File: src/rtl/ptl_pkg.sv
package ptl_pkg;

  // Column number for a stage and a bank (bank 0 = A, 1 = B, 2 = C)
  function automatic int col_index(input int stage, input int bank, input int banks);
    return stage * banks + bank;
  endfunction

  // Stage that is written first for a given direction
  function automatic int entry_stage(input logic to_right, input int stages);
    return to_right ? 0 : stages - 1;
  endfunction

  // Stage that is written last for a given direction
  function automatic int exit_stage(input logic to_right, input int stages);
    return to_right ? stages - 1 : 0;
  endfunction

endpackage

File: src/rtl/ptl_token_shifter.sv
module ptl_token_shifter #(
  parameter int STAGES = 64
) (
  input  logic              clk,
  input  logic              rst,
  input  logic              start,
  input  logic              dir_live,
  output logic [STAGES-1:0] wr_sel,
  output logic              busy,
  output logic              last_wr,
  output logic              dir_run
);
  import ptl_pkg::*;

  localparam int FIRST_R = entry_stage(1'b1, STAGES);
  localparam int FIRST_L = entry_stage(1'b0, STAGES);
  localparam int LAST_R  = exit_stage(1'b1, STAGES);
  localparam int LAST_L  = exit_stage(1'b0, STAGES);

  logic [STAGES-1:0] sel_q;
  logic [STAGES-1:0] sel_d;
  logic              dir_q;
  logic              start_ok;

  assign busy     = |sel_q;
  assign start_ok = start && !busy;
  assign dir_run  = busy ? dir_q : dir_live;

  always_comb begin
    wr_sel = sel_q;
    if (!busy) begin
      wr_sel = '0;
      if (start) begin
        if (dir_live) wr_sel[FIRST_R] = 1'b1;
        else          wr_sel[FIRST_L] = 1'b1;
      end
    end
  end

  assign last_wr = dir_run ? wr_sel[LAST_R] : wr_sel[LAST_L];

  // Next-token network: each stage takes from its left or right neighbour
  for (genvar i = 0; i < STAGES; i++) begin : g_hop
    if (i == 0) begin : g_lo
      assign sel_d[i] = dir_run ? 1'b0 : wr_sel[i+1];
    end else if (i == STAGES - 1) begin : g_hi
      assign sel_d[i] = dir_run ? wr_sel[i-1] : 1'b0;
    end else begin : g_mid
      assign sel_d[i] = dir_run ? wr_sel[i-1] : wr_sel[i+1];
    end
  end

  always_ff @(posedge clk) begin
    if (rst) begin
      sel_q <= '0;
      dir_q <= 1'b1;
    end else begin
      sel_q <= sel_d;
      if (start_ok) dir_q <= dir_live;
    end
  end

  // never more than one live stage
  assert_single_stage_R3: assert property (@(posedge clk) disable iff (rst)
    $onehot0(sel_q))
    else $error("token chain holds more than one stage");

  // an accepted start leaves the chain busy
  assert_start_busy_R6: assert property (@(posedge clk) disable iff (rst)
    start_ok |=> busy)
    else $error("start did not launch the token");

  // chain is empty after the last write
  assert_end_idle_R7: assert property (@(posedge clk) disable iff (rst)
    last_wr |=> !busy)
    else $error("token still live after last stage");

  // direction is held for the whole load
  assert_dir_held_R12: assert property (@(posedge clk) disable iff (rst)
    (busy && !last_wr) |=> (dir_run == $past(dir_run)))
    else $error("direction changed during a load");

endmodule

File: src/rtl/ptl_cascade_port.sv
module ptl_cascade_port (
  input  logic clk,
  input  logic rst,
  input  logic dir_live,
  input  logic busy,
  input  logic last_wr,
  input  logic dir_run,
  input  logic left_in_n,
  input  logic right_in_n,
  output logic start,
  output logic left_out_n,
  output logic right_out_n
);
  logic pulse_q;
  logic side_q;

  // Entry pin follows the live direction while idle
  assign start = !busy && (dir_live ? !left_in_n : !right_in_n);

  always_ff @(posedge clk) begin
    if (rst) begin
      pulse_q <= 1'b0;
      side_q  <= 1'b1;
    end else begin
      pulse_q <= last_wr;
      if (last_wr) side_q <= dir_run;
    end
  end

  assign left_out_n  = !(pulse_q && !side_q);
  assign right_out_n = !(pulse_q && side_q);

  // outputs never low together
  assert_outs_exclusive_R8: assert property (@(posedge clk) disable iff (rst)
    !(!left_out_n && !right_out_n))
    else $error("both token outputs asserted");

  // outgoing token lasts exactly one clock
  assert_left_pulse_R7: assert property (@(posedge clk) disable iff (rst)
    !left_out_n |=> left_out_n)
    else $error("left token output held more than one clock");
  assert_right_pulse_R7: assert property (@(posedge clk) disable iff (rst)
    !right_out_n |=> right_out_n)
    else $error("right token output held more than one clock");
  assert_pulse_follows_R7: assert property (@(posedge clk) disable iff (rst)
    last_wr |=> (!left_out_n || !right_out_n))
    else $error("no outgoing token after last stage");

endmodule

File: src/rtl/ptl_pixel_store.sv
module ptl_pixel_store #(
  parameter int STAGES = 64,
  parameter int BANKS  = 3,
  parameter int DW     = 6,
  localparam int COLS  = STAGES * BANKS,
  localparam int COLW  = $clog2(COLS)
) (
  input  logic                       clk,
  input  logic                       rst,
  input  logic [STAGES-1:0]          wr_sel,
  input  logic [BANKS-1:0][DW-1:0]   wr_data,
  input  logic [COLW-1:0]            rd_col,
  output logic [DW-1:0]              rd_data
);
  import ptl_pkg::*;

  logic [COLS-1:0][DW-1:0] mem_q;
  logic                    any_wr;

  assign any_wr = |wr_sel;

  always_ff @(posedge clk) begin
    if (rst) begin
      mem_q <= '0;
    end else begin
      for (int s = 0; s < STAGES; s++) begin
        if (wr_sel[s]) begin
          for (int b = 0; b < BANKS; b++) begin
            mem_q[col_index(s, b, BANKS)] <= wr_data[b];
          end
        end
      end
    end
  end

  assign rd_data = (int'(rd_col) < COLS) ? mem_q[rd_col] : '0;

  // without a selected stage, stored contents stay put
  assert_idle_hold_R9: assert property (@(posedge clk) disable iff (rst)
    !any_wr |=> (!$stable(rd_col) || $stable(rd_data)))
    else $error("store changed without a write");

endmodule

File: src/rtl/pixel_token_loader.sv
module pixel_token_loader #(
  parameter int STAGES = 64,
  parameter int DW     = 6,
  localparam int BANKS = 3,
  localparam int COLS  = STAGES * BANKS,
  localparam int COLW  = $clog2(COLS)
) (
  input  logic            clk,
  input  logic            rst,
  input  logic            dir_right,
  input  logic            left_tok_in_n,
  input  logic            right_tok_in_n,
  output logic            left_tok_out_n,
  output logic            right_tok_out_n,
  input  logic [DW-1:0]   bus_a,
  input  logic [DW-1:0]   bus_b,
  input  logic [DW-1:0]   bus_c,
  input  logic [COLW-1:0] rd_col,
  output logic [DW-1:0]   rd_data,
  output logic            busy
);
  logic [STAGES-1:0]        wr_sel;
  logic                     start;
  logic                     last_wr;
  logic                     dir_run;
  logic [BANKS-1:0][DW-1:0] wr_data;

  assign wr_data = {bus_c, bus_b, bus_a};

  ptl_cascade_port u_port (
    .clk        (clk),
    .rst        (rst),
    .dir_live   (dir_right),
    .busy       (busy),
    .last_wr    (last_wr),
    .dir_run    (dir_run),
    .left_in_n  (left_tok_in_n),
    .right_in_n (right_tok_in_n),
    .start      (start),
    .left_out_n (left_tok_out_n),
    .right_out_n(right_tok_out_n)
  );

  ptl_token_shifter #(.STAGES(STAGES)) u_chain (
    .clk     (clk),
    .rst     (rst),
    .start   (start),
    .dir_live(dir_right),
    .wr_sel  (wr_sel),
    .busy    (busy),
    .last_wr (last_wr),
    .dir_run (dir_run)
  );

  ptl_pixel_store #(.STAGES(STAGES), .BANKS(BANKS), .DW(DW)) u_store (
    .clk    (clk),
    .rst    (rst),
    .wr_sel (wr_sel),
    .wr_data(wr_data),
    .rd_col (rd_col),
    .rd_data(rd_data)
  );

  // right after reset both token outputs are high and nothing runs
  assert_reset_quiet_R11: assert property (@(posedge clk)
    $past(rst) |-> (left_tok_out_n && right_tok_out_n && !busy))
    else $error("state not cleared by reset");

endmodule

File: config.mk
export PLATFORM = sky130hd
export DESIGN_NAME = pixel_token_loader
export DESIGN_NICKNAME = d
export VERILOG_FILES = /design/src/rtl/ptl_pkg.sv /design/src/rtl/ptl_token_shifter.sv /design/src/rtl/ptl_cascade_port.sv /design/src/rtl/ptl_pixel_store.sv /design/src/rtl/pixel_token_loader.sv
export SDC_FILE = /design/constraint.sdc
export NUM_CORES = 2
export LEC_CHECK = 0
export BUFFER_PORTS_ARGS = -buffer_cell sky130_fd_sc_hd__buf_2
export CORE_MARGIN = 2
export CORE_UTILIZATION = 45
export DETAILED_ROUTE_END_ITERATION = 8
export HOLD_SLACK_MARGIN = 0.06
export PLACE_DENSITY = 0.59
export SLEW_MARGIN = 20
export SYNTH_ARGS = -nofsm -noshare
export SYNTH_HDL_FRONTEND = slang
export SYNTH_SLANG_ARGS = --single-unit
File: constraint.sdc
create_clock -name clk -period 4 [get_ports clk]
set_input_delay 0.8 -clock clk [delete_from_list [all_inputs] [get_ports clk]]
set_output_delay 0.8 -clock clk [all_outputs]
set_load 0.02 [all_outputs]
# After elaboration in Yosys (flattened, before gate mapping)
# Cells that the tools add are included.
# totals
ff_bits	1219
in_bits	31
word_cells	287
output_inout_bits	9
# classes
bitwise_logic	1
n_reduce_logical	13
order_cmp	2
muxes	73
# ops
operator	count
two-way mux 1 bit	69
two-way mux 64 bit	1
OR reduction 64 bit	1
binary-select mux 6 bit (select 8 bit)	1
two-way mux 6 bit	2
less-than comparator 8 x 9 -> 1 bit (second input constant)	1
less-than comparator 8 bit (second input constant)	1
logical NOT 1 bit	6
logical AND 1 bit	4
OR reduction 2 bit	2
NOT 1 bit	1

# Longest topological paths before layout
# logic_depth
ltp_word	6
mapped_depth	10
depth_no_buf	6

# Cells and area by module
# A second synthesis with hierarchy kept.
# hier_totals
cells_unflattened	4885
hier_area_um2	52795.6
# modules_own_cells
mod	n_inst	cells_each	seq_area_each_um2	area_per_inst_um2
ptl_pixel_store	1	4576	23062.1	49990.4
ptl_token_shifter	1	300	1301.2	2720.1
ptl_cascade_port	1	9	40.0	85.1

# Worst setup path before layout
# Ideal clock, no wire load.
# synth_path
path_type	in2out
startpoint	in rd_col[0]
endpoint	out rd_data[4]
n_path_buf	3
t_arrival_ns	2.813
path_stages	8
slack_ns	0.387
cell_sequence	buf_6 -> buf_4 -> buf_2 -> mux4_2 -> a22oi_1 -> nand3_1 -> a221o_1 -> a32o_1
# synth_via
elab_chain_len	3
# synth_rtl
item	line	text
start: declaration	pixel_token_loader.sv:18	input logic [COLW-1:0] rd_col,
binary-select mux 6 bit (select 8 bit)	ptl_pixel_store.sv:36	assign rd_data = (int'(rd_col) < COLS) ? mem_q[rd_col] : '0;
two-way mux 6 bit (not written as such)	ptl_pixel_store.sv:36	
two-way mux 6 bit (*)	ptl_pixel_store.sv:36	
end: declaration	pixel_token_loader.sv:19	output logic [DW-1:0] rd_data,
# Mark *: on every way between the ends. The rest lies on a longest branch, timed or not. The select of a mux whose other input is x is not followed.

# Worst setup path in the final report
# layout_path
startpoint	in rd_col[0]
endpoint	out rd_data[5]
# The elaborated chain is that of the path after synthesis.

==> impl_results.md <==
- Root Driver: clkbuf_16
- Maxcap violations: 0
- Drt first pass iters: 8
- Failing checks: setup timing
- Post-Route M1 WL: a little under 70 mm
- Clock Sink Count: between 1k and 1.5k
- Met3 wire length: 7.66 mm
- Startpoint types: primary input
- Peak Freq: 238 MHz
- Hold WC Path Type: primary input to register
- P_leak: 0.0207 uW
- Pwr dens: 464 nW/um^2
- Vias/cell: around 5.6
- Most common cell after layout, fill and taps aside: dfxtp_1
- Port Buf Inserts: 39
- H-tree depth: 4
- Final Hold Fails: 0
- Clk buf depth: 3
- Max-slew headroom: 0.216
- WHS: 0.431 ns
- Cell row count: between 100 and 150
- Post-layout nets: 4879
- Starting density of the core: 0.455
- CP Capture Type: output pin
- Layout cells sized above 1: 0.181
- Synthesized instance count: between 4k and 5k
- GPL Wtd Cong: 0.823
- IO Pins: 40
- Routed WL: approximately 150 mm
- Sequential share of the synthesized area: 0.468
- First-pass GRT wire length: 224 mm
- Run status: finished with violations
- Initial antenna violation count: 4
- Core area: between 100000 and 150000 um^2
- Data required, critical path: 3.20 ns
- Largest net degree at the start of global routing: approximately 140
- Yosys warns: 0
- Fin crit period: 4.20 ns
- Die Wd: 344 um
- RSZ-0062 raised after global routing: true
- Synth cell types: 45
- Clock latency on the worst-skew pair: 0.74 ns
- Die Footprint: between 100000 and 150000 um^2
- Tcrit/Tclk final: 1.05
- Vias in the first global route: 35.2k
- Critical path peak fanout: 7
- Post-route ant nets: 0
- Max Slew Vio Count: 0
- Worst slew pin tran: around 1.2 ns
- Setup TNS: -0.701 ns
- Detailed-route DRC error count: 0
- Crit path kind: primary input to output pin
- Number of synthesized register bits: approximately 1.2k
- Area Growth Syn to Fin: 15.1%
- Total track usage: 0.247
- Critical Path AT: 3.40 ns
- Peak supply drop: 371 uV
- Final Skew: 0.0286 ns
- Async set-reset flop share out of synthesis: 0
- Cts bufs inserted: 131
- Mean post-synth cell area: between 10 and 15 um^2
- Setup WS post-layout: -0.200 ns
- CTS tree: yes
- Final std cells w/o fill: ~6.5k
- Primary FF master, synth: dfxtp_1
- Hold buffers post-CTS: 0
- Inst Count DP: 6204
- Most frequent cells in the layout: dfxtp_1, mux2i_1, nor2_1
- Highest routed layer: met5
- DR WL met2: 67.7 mm
- Antenna Cells: 0
- Die height: 344 um
- DPL Wire Length: 87.9 mm
- DR vias: ~36k
- Avg WL per Cell: ~23 um
- # setup viols final: 6
- Post-Syn Nets: about 4.9k
- Syn Std Cell Area: 52200 um^2
- Clock transition at the registers of the reported paths: 0.06 ns
- Congestion Overflow GR: 0
- EDFF count, synth: 0
- Initial DRC count: roughly 2.7k
worst paths after layout:
kind         depth (start not counted)  slack [ns]                            start                              end
max                                 10       -0.20                        rd_col[0]                       rd_data[5]
min                                  3        0.43                        dir_right       u_chain.dir_q$_SDFFE_PP1P_
max reg2reg                          8        1.02     u_chain.sel_q[28]$_SDFF_PP0_     u_chain.sel_q[41]$_SDFF_PP0_
min reg2reg                          2        0.49  u_store.mem_q[782]$_SDFFE_PP0P_  u_store.mem_q[782]$_SDFFE_PP0P_
stage by stage:
step                setup slack (ns)  total power, uW  utilization  cell area, um^2
floorplan                      0.387            14600            -            52200
global placement              -0.374            15900        0.481            55100
detailed placement            -0.320            15900        0.481            55100
CTS                           -0.107            28100        0.522            59800
global route                  -0.166            28800        0.523            60000
finish                        -0.200            27900        0.523            60000
kinds of logic after synthesis:
| family | share of synthesized area |
|---|---|
| multiplexers | 0.363 |
| AND/OR/NAND/NOR | 0.106 |
| flip-flops | 0.468 |
| buffers and inverters | 0.0392 |
| AO/OA/AOI/OAI | 0.0240 |
area by class of cell:
type	count	area, um^2
Fill cell	10127	54600
Multi-Input combinational cell	3134	25900
Sequential cell	1219	24400
Clock buffer	190	3860
Timing Repair Buffer	356	3550
Tap cell	1512	1890
Clock inverter	34	427
Inverter	6	22.5
cells in the mapped netlist, drive strengths merged, types with 4 or more instances:
master | instances | area (um^2)
inv | 6 | 22.5
nor4 | 20 | 140
dfxtp | 1219 | 24400
a221oi | 12 | 105
nor2 | 1162 | 4360
mux2 | 22 | 248
mux2i | 1219 | 12200
o22ai | 8 | 50.1
nand3 | 16 | 80.1
nand2 | 168 | 631
o21ai | 24 | 120
nand4 | 11 | 68.8
nand2b | 6 | 37.5
a21oi | 73 | 365
a211oi | 13 | 97.6
nor2b | 8 | 50.1
o22a | 6 | 52.6
mux4 | 288 | 6490
clkbuf | 323 | 1210
o211ai | 4 | 30.0
or3b | 7 | 61.3
buf | 180 | 808
a221o | 5 | 50.1
a32o | 6 | 60.1
a22oi | 28 | 210
critical path, stage by stage:
cell and delay (ns):
buf_16 0.15, buf_8 0.15, buf_6 0.12, mux4_2 0.49, mux2_4 0.27, a22o_1 0.24, o211ai_1 0.52, nand3_1 0.18
a32o_2 0.31, buf_6 0.15
sequential cells by signal (all words and copies together), names as in the netlist:
register and cells:
u_port.side_q 1, u_store.mem_q 1152, u_chain.dir_q 1, u_chain.sel_q 64
u_port.pulse_q 1
per-layer routing:
layer | GRT usage | up-vias
met1 | 0.343 | 18166
met5 | 0 | -
met3 | 0.0431 | 200
met4 | 0.0769 | 4
li1 | - | 16855
met2 | 0.390 | 881
timing repair:
item / in CTS / in global routing
endpoints found under the setup margin: 6 / 6
pin swaps: 13 / 8
cloned: 4 / 2
setup buffers: 11 / 8
gates resized for setup: 47 / 21
power breakdown:
part	total [uW]	internal [uW]	switching, uW
Sequential	12500	12400	141
Combinational	3190	1200	1980
Clock	12100	7160	4980
(Power assumes the default switching activity.)
